## config.mk

```make
export PLATFORM = sky130hd
export DESIGN_NAME = regbridge
export DESIGN_NICKNAME = d
export VERILOG_FILES = /design/src/rtl/regbridge_pkg.sv /design/src/rtl/rb_chip_match.sv /design/src/rtl/rb_stage_regs.sv /design/src/rtl/rb_access_seq.sv /design/src/rtl/regbridge.sv
export SDC_FILE = /design/constraint.sdc
export NUM_CORES = 1
export LEC_CHECK = 0
export BUFFER_PORTS_ARGS = -buffer_cell sky130_fd_sc_hd__buf_2
export CELL_PAD_IN_SITES_DETAIL_PLACEMENT = 0
export CELL_PAD_IN_SITES_GLOBAL_PLACEMENT = 2
export CORE_ASPECT_RATIO = 0.7
export CORE_UTILIZATION = 30
export DETAILED_ROUTE_END_ITERATION = 7
export PLACE_DENSITY_LB_ADDON = 0.08
export SETUP_SLACK_MARGIN = 0.5
export SYNTH_ARGS = -nofsm -noshare
export SYNTH_HDL_FRONTEND = slang
export SYNTH_SLANG_ARGS = --single-unit
```

## constraint.sdc

```tcl
create_clock -name clk -period 2.6 [get_ports clk]
set_clock_uncertainty 0.15 [all_clocks]
set_input_delay 0 -clock clk [delete_from_list [all_inputs] [get_ports clk]]
set_output_delay 0 -clock clk [all_outputs]
set_load 0.1 [all_outputs]
```

## src/rtl/regbridge_pkg.sv

```systemverilog
// Package: shared address map and chip-select decode for the register bridge.
// Assumes a 3-bit external address and a 4-bit instruction with a 2-bit chip ID.
package regbridge_pkg;
    localparam int          EXT_AW   = 3;
    localparam logic [2:0]  LOW_ADDR = 3'd6;
    localparam logic [2:0]  CTL_ADDR = 3'd7;
    localparam int          CTL_W    = 6;

    // Return 1 when instruction ins selects the chip with identity id.
    function automatic logic chip_hit(input logic [3:0] ins, input logic [1:0] id);
        if (!ins[3])      return 1'b1;
        else if (ins[2])  return id == ins[1:0];
        else if (!ins[1]) return id[0] == ins[0];
        else              return 1'b0;
    endfunction
endpackage

```

## src/rtl/rb_chip_match.sv

```systemverilog
// Module: compares the chip-select instruction with the local ID strap.
// Assumes the instruction is static while an access is decoded.
module rb_chip_match (
    input  logic [3:0] ins,
    input  logic [1:0] id,
    output logic       hit
);
    import regbridge_pkg::*;

    // Decode the group instruction against the local ID.
    always_comb hit = chip_hit(ins, id);

    // Exact-ID instructions never match a different ID.
    always_comb begin
        if (ins[3:2] == 2'b11 && ins[1:0] != id)
            assert_exact_id_R7: assert (!hit);
    end
endmodule

```

## src/rtl/rb_stage_regs.sv

```systemverilog
// Module: host-visible staging data bytes plus control and low address registers.
// Assumes host writes are already qualified (select, strobe, not busy).
module rb_stage_regs #(
    parameter int BYTE_W = 8,
    parameter int WORD_W = 22
) (
    input  logic                       clk,
    input  logic                       rst_n,
    input  logic                       wr_en,
    input  logic [2:0]                 addr,
    input  logic [BYTE_W-1:0]          wdata,
    input  logic                       load_en,
    input  logic [WORD_W-1:0]          load_word,
    output logic [WORD_W-1:0]          word,
    output logic [BYTE_W+1:0]          iaddr,
    output logic [3:0]                 ins,
    output logic [BYTE_W-1:0]          rd_byte
);
    import regbridge_pkg::*;

    localparam int NB    = (WORD_W + BYTE_W - 1) / BYTE_W;
    localparam int TOP_W = WORD_W - (NB - 1) * BYTE_W;

    logic [BYTE_W-1:0] lane_q [NB];
    logic [BYTE_W-1:0] low_q;
    logic [CTL_W-1:0]  ctl_q;

    for (genvar g = 0; g < NB; g++) begin : g_lane
        localparam int LO = g * BYTE_W;
        localparam int W  = (g == NB - 1) ? TOP_W : BYTE_W;
        localparam logic [BYTE_W-1:0] MASK = BYTE_W'((1 << W) - 1);

        // Lane update: internal read load wins over a host write.
        always_ff @(posedge clk) begin
            if (!rst_n)
                lane_q[g] <= '0;
            else if (load_en)
                lane_q[g] <= BYTE_W'(load_word[LO +: W]);
            else if (wr_en && addr == EXT_AW'(g))
                lane_q[g] <= wdata & MASK;
        end

        assign word[LO +: W] = lane_q[g][W-1:0];
    end

    // Address registers: host writes only.
    always_ff @(posedge clk) begin
        if (!rst_n) begin
            low_q <= '0;
            ctl_q <= '0;
        end else if (wr_en) begin
            if (addr == LOW_ADDR) low_q <= wdata;
            if (addr == CTL_ADDR) ctl_q <= wdata[CTL_W-1:0];
        end
    end

    assign iaddr = {ctl_q[1:0], low_q};
    assign ins   = ctl_q[5:2];

    // Readback multiplexer for the host data path.
    always_comb begin
        rd_byte = '0;
        for (int i = 0; i < NB; i++)
            if (addr == EXT_AW'(i)) rd_byte = lane_q[i];
        if (addr == LOW_ADDR) rd_byte = low_q;
        if (addr == CTL_ADDR) rd_byte = BYTE_W'(ctl_q);
    end

    // The top lane never holds bits above its width.
    assert_top_lane_narrow_R2: assert property (@(posedge clk) disable iff (!rst_n)
        (lane_q[NB-1] >> TOP_W) == '0);
endmodule

```

## src/rtl/rb_access_seq.sv

```systemverilog
// Module: launches one internal access and tracks it until acknowledge.
// Assumes start_wr and start_rd are only raised while idle.
module rb_access_seq (
    input  logic clk,
    input  logic rst_n,
    input  logic start_wr,
    input  logic start_rd,
    input  logic mem_ack,
    output logic mem_req,
    output logic mem_we,
    output logic busy,
    output logic rd_load
);
    // Request pulse, direction and busy tracking.
    always_ff @(posedge clk) begin
        if (!rst_n) begin
            busy    <= 1'b0;
            mem_req <= 1'b0;
            mem_we  <= 1'b0;
        end else begin
            mem_req <= 1'b0;
            if (busy) begin
                if (mem_ack) busy <= 1'b0;
            end else if (start_wr || start_rd) begin
                busy    <= 1'b1;
                mem_req <= 1'b1;
                mem_we  <= start_wr;
            end
        end
    end

    // Read completion loads the staging registers.
    assign rd_load = busy && mem_ack && !mem_we;

    assert_req_single_R4: assert property (@(posedge clk) disable iff (!rst_n)
        mem_req |=> !mem_req);
    assert_busy_holds_R9: assert property (@(posedge clk) disable iff (!rst_n)
        busy && !mem_ack |=> busy);
    assert_req_in_busy_R9: assert property (@(posedge clk) disable iff (!rst_n)
        mem_req |-> busy);
endmodule

```

## src/rtl/regbridge.sv

```systemverilog
// Module: top of the indirect register bridge between an 8-bit host and a
// 22-bit internal register space. Assumes one-cycle host strobes and a
// memory side that answers each request with a one-cycle acknowledge.
module regbridge #(
    parameter int BYTE_W = 8,
    parameter int WORD_W = 22
) (
    input  logic                clk,
    input  logic                rst_n,
    input  logic [1:0]          chip_id,
    input  logic                host_sel,
    input  logic [2:0]          host_addr,
    input  logic                host_wr,
    input  logic                host_rd,
    input  logic [BYTE_W-1:0]   host_wdata,
    output logic [BYTE_W-1:0]   host_rdata,
    output logic                host_rvalid,
    output logic                busy,
    output logic                mem_req,
    output logic                mem_we,
    output logic [BYTE_W+1:0]   mem_addr,
    output logic [WORD_W-1:0]   mem_wdata,
    input  logic [WORD_W-1:0]   mem_rdata,
    input  logic                mem_ack
);
    logic [3:0]        ins;
    logic              hit;
    logic              wr_acc, rd_acc, is_base;
    logic              start_wr, start_rd, rd_load;
    logic [BYTE_W-1:0] rd_byte;

    // Host access qualification; writes win over reads, all blocked while busy.
    always_comb begin
        wr_acc   = host_sel && host_wr && !busy;
        rd_acc   = host_sel && host_rd && !host_wr && !busy;
        is_base  = host_addr == '0;
        start_wr = wr_acc && hit && is_base;
        start_rd = rd_acc && hit && is_base;
    end

    rb_chip_match u_match (.ins(ins), .id(chip_id), .hit(hit));

    rb_stage_regs #(.BYTE_W(BYTE_W), .WORD_W(WORD_W)) u_regs (
        .clk(clk), .rst_n(rst_n), .wr_en(wr_acc), .addr(host_addr),
        .wdata(host_wdata), .load_en(rd_load), .load_word(mem_rdata),
        .word(mem_wdata), .iaddr(mem_addr), .ins(ins), .rd_byte(rd_byte)
    );

    rb_access_seq u_seq (
        .clk(clk), .rst_n(rst_n), .start_wr(start_wr), .start_rd(start_rd),
        .mem_ack(mem_ack), .mem_req(mem_req), .mem_we(mem_we),
        .busy(busy), .rd_load(rd_load)
    );

    // Host read response: internal read data or a direct register readback.
    always_ff @(posedge clk) begin
        if (!rst_n) begin
            host_rvalid <= 1'b0;
            host_rdata  <= '0;
        end else if (rd_load) begin
            host_rvalid <= 1'b1;
            host_rdata  <= mem_rdata[BYTE_W-1:0];
        end else if (rd_acc && hit && !is_base) begin
            host_rvalid <= 1'b1;
            host_rdata  <= rd_byte;
        end else begin
            host_rvalid <= 1'b0;
            host_rdata  <= '0;
        end
    end

    assert_write_origin_R4: assert property (@(posedge clk) disable iff (!rst_n)
        mem_req && mem_we |-> $past(host_sel && host_wr && host_addr == '0));
    assert_stable_access_R9: assert property (@(posedge clk) disable iff (!rst_n)
        busy && !mem_ack |=> $stable(mem_addr) && $stable(mem_wdata));
    assert_quiet_bus_R8: assert property (@(posedge clk) disable iff (!rst_n)
        !host_rvalid |-> host_rdata == '0);
endmodule

```

==> results.md <==
* Port Buf Inserts at 84
* Worst hold start: host_rd
* Cell Area, Placed at 2730 um2
* Max-slew violation count at 0
* RSZ-0062 raised after global routing: no
* Multiplexer area fraction after synthesis at 8.23%
* CORE AREA at 6940 um2
* Clock transition at path regs at 0.09 ns
* CP bufs+invs at 4
* Final Util at 45.4%
* Cell Chain, Critical Path: dlygate4sd3_1 -> buf_2 -> nand2_1 -> nor3b_2 -> buf_4 -> a22o_1 -> dlygate4sd3_1
* CP delay by family, top: buffers and inverters
* Hold WC Path Type: primary input to flip-flop
* Top cells by area, synth: edfxtp_1 (30%), dfxtp_1 (23%), mux2i_1 (7.2%)
* Die width at 105 um
* Worst path slowest cell: dlygate4sd3_1
* Largest fanout on the critical path at 23
* WL/cell at 16.7 um
* Diode count at 0
* Sequential fraction of the synthesis area at 53.2%
* H-tree levels at 2
* Total power at 1620 uW
* Compound-Gate Fraction of Synth Area at 15.5%
* Clock sinks at 48
* Pwr per Cell Area at 514 nW/um2
* Detail Route Antenna Nets at 0
* R2R setup slack at 0.65 ns
* Xor/xnor share of the synthesized area at 0.395%
* DR iter-0 viols at 102
* Most Frequent Cell on Critical Path: dlygate4sd3_1
* Top-count cell post-synth: nand2_1
* IO Count at 85
* Vias in the first global route at 1966
* DIE HEIGHT at 74.0 um
* Crit path time final at 2.00 ns
* Slew @ Worst Pin at 0.629 ns
* Via count at 2064
* Gate Count Post-Synth at 215
* Cell taking the most area after synthesis: edfxtp_1
* Post-Synth Simple-Gate Area at 19.4%
* Row count at 25
* CP peak stage delay at 0.54 ns
* Critical path required time at 2.62 ns
* Peak VDD IR at 186 uV
* Hold depth at 4
* FILL cells at 706
* Final nets at 373
* RD Place Congestion at 0.764
* Post-Synth Adder-Cell Area at 0%
* Hold Slack at 0.0756 ns
* Yosys warning count at 0
* Initial antenna violation count at 0
* Worst Hold Endpoint: u_seq.mem_we
* Total grt overflow at 0
* Relative slew slack at 57.9%
* First-pass GRT wire length at 10.9 mm
* GRT Total Usage at 18.9%
* Netlist cell types at 40
* Main flop type after synthesis: dfxtp_1
* Largest net degree at the start of global routing at 24
* Post-synth EDFFs at 22
* Top cell type's share of synthesized area at 29.8%
* Share of cells above drive strength 1 at 32.7%
* Mean Syn Cell Area at 10.3 um2
* Nature of the critical path startpoint: primary input
* Cell area after synthesis at 2220 um2
* Most frequent cells after synthesis: nand2_1 (40), dfxtp_1 (26), edfxtp_1 (22)
* DPL Wire Length at 5.07 mm
* Setup Crit Path Kind: primary input to flip-flop
* Total wire length at 7.11 mm
* Post-route cell area at 3160 um2
* Critical Path AT at 2.02 ns
* Clock latency on the worst-skew pair at 0.29 ns
* Reg-to-Reg End: u_regs.lane_q[2][1]
* Synthesized flop and latch total at 48
* Die area at 7750 um2
* Fmax achieved at 0.499 GHz
* Syn nets at 256
* Tcrit/Tclk final at 77.1%
* Synth-to-Final Area Change at 42.2%
* Hold Fails Final Rpt at 0
* CTS max path bufs at 2
* Largest family of logic cells by synthesized area: simple AND/OR/NAND/NOR gates
* Initial Util at 32.0%
* Critical Path Sink Type: flip-flop
* Final setup fails at 0
* Worst R2R Path Depth at 5
* Via density at 4.83
* First-pass detailed-route iteration total at 4
* TritonCTS clock tree: built
* Outcome: completed
* Worst R2R Start: u_seq.busy
* Setup_tns at 0 ns
* Clock tree root buffer cell: clkbuf_8
* DRC at 0
* Ys async rst share at 0%
* CTS Buf Count at 5
* P_leak at 0.00139 uW
* Max cap viols at 0
## per-stage QoR
step                      instances  setup slack [ns]
after global placement          386             0.727
after CTS                       427             0.537
after detailed placement        386             0.716
after floorplan                 215             0.610
after global routing            427             0.501
final                           427             0.596
## where the power goes
| part | internal (uW) | leakage, uW | switching [uW] |
|---|---|---|---|
| Clock | 216 | 0.0000445 | 243 |
| Combinational | 95.4 | 0.000909 | 246 |
| Sequential | 809 | 0.000440 | 13.1 |
## area by class of cell
type	instances	area [um2]	area share, %
clock buffer	7	86.3	2.74
sequential	48	1180	37.5
tap	94	118	3.73
inverter	3	13.8	0.436
timing repair buffer	121	781	24.7
clock inverter	1	7.51	0.238
multi-input combinational	153	967	30.7
## worst max-delay path by stage
stage,end,slack (ns),start,depth (start not counted)
after floorplan,u_regs.lane_q[1][0],0.61,u_seq.mem_we,3
after global placement,u_regs.lane_q[1][6],0.73,u_seq.busy,3
after detailed placement,u_regs.lane_q[2][1],0.72,host_addr[0],5
after CTS,u_regs.lane_q[2][1],0.54,rst_n,7
after global routing,u_regs.lane_q[2][1],0.50,rst_n,7
final,u_regs.lane_q[2][1],0.60,rst_n,7
## layout by cell type, fill, tap and decap left out, types with 3 or more instances in the layout
cell	count
buf_2	84
nand2_1	40
dlygate4sd3_1	33
dfxtp_1	25
edfxtp_1	22
nor2_1	20
mux2i_1	16
a22o_1	14
o22ai_1	12
o21ai_0	10
nor3_1	7
clkbuf_8	6
a21oi_1	4
buf_4	4
nand2b_1	3
## layer usage
metal  global-route usage, %  up-vias  part of all wire (%)  routed length [um]
met5                       0        -                     0                   0
met4                    3.91        0                  0.35                  25
met3                    4.38        2                   7.7                 546
met2                    27.4       79                    40                2860
met1                    28.6      962                    52                3680
li1                        -     1021                     -                   -
## cells by family (layout without fill, tap and decap cells)
kind of cell           count (synthesis)  count (layout)
flip-flops                            48              48
multiplexers                          18              18
AND/OR/NAND/NOR                       84              84
XOR/XNOR                               1               1
AO/OA/AOI/OAI                         50              50
buffers and inverters                 14             132
## timing repair
action	4_1_cts	5_1_grt
setup buffers	0	0
endpoints found under the hold margin	47	0
hold buffers	33	0
gates resized for setup	0	2
endpoints found under the setup margin	0	1
## state kept, by name (all words and copies together), names as in the netlist
register       flops
u_regs.lane_q     22
u_regs.ctl_q       6
u_seq.mem_req      1
host_rvalid        1
u_seq.mem_we       1
host_rdata         8
u_seq.busy         1
u_regs.low_q       8
## tightest hold or removal path, cell delays in order
cell and delay (ns):
buf_2 0.10, nand4bb_1 0.13, o311ai_0 0.15, o311ai_0 0.10
Note: power is estimated with default switching activity, not from simulation.
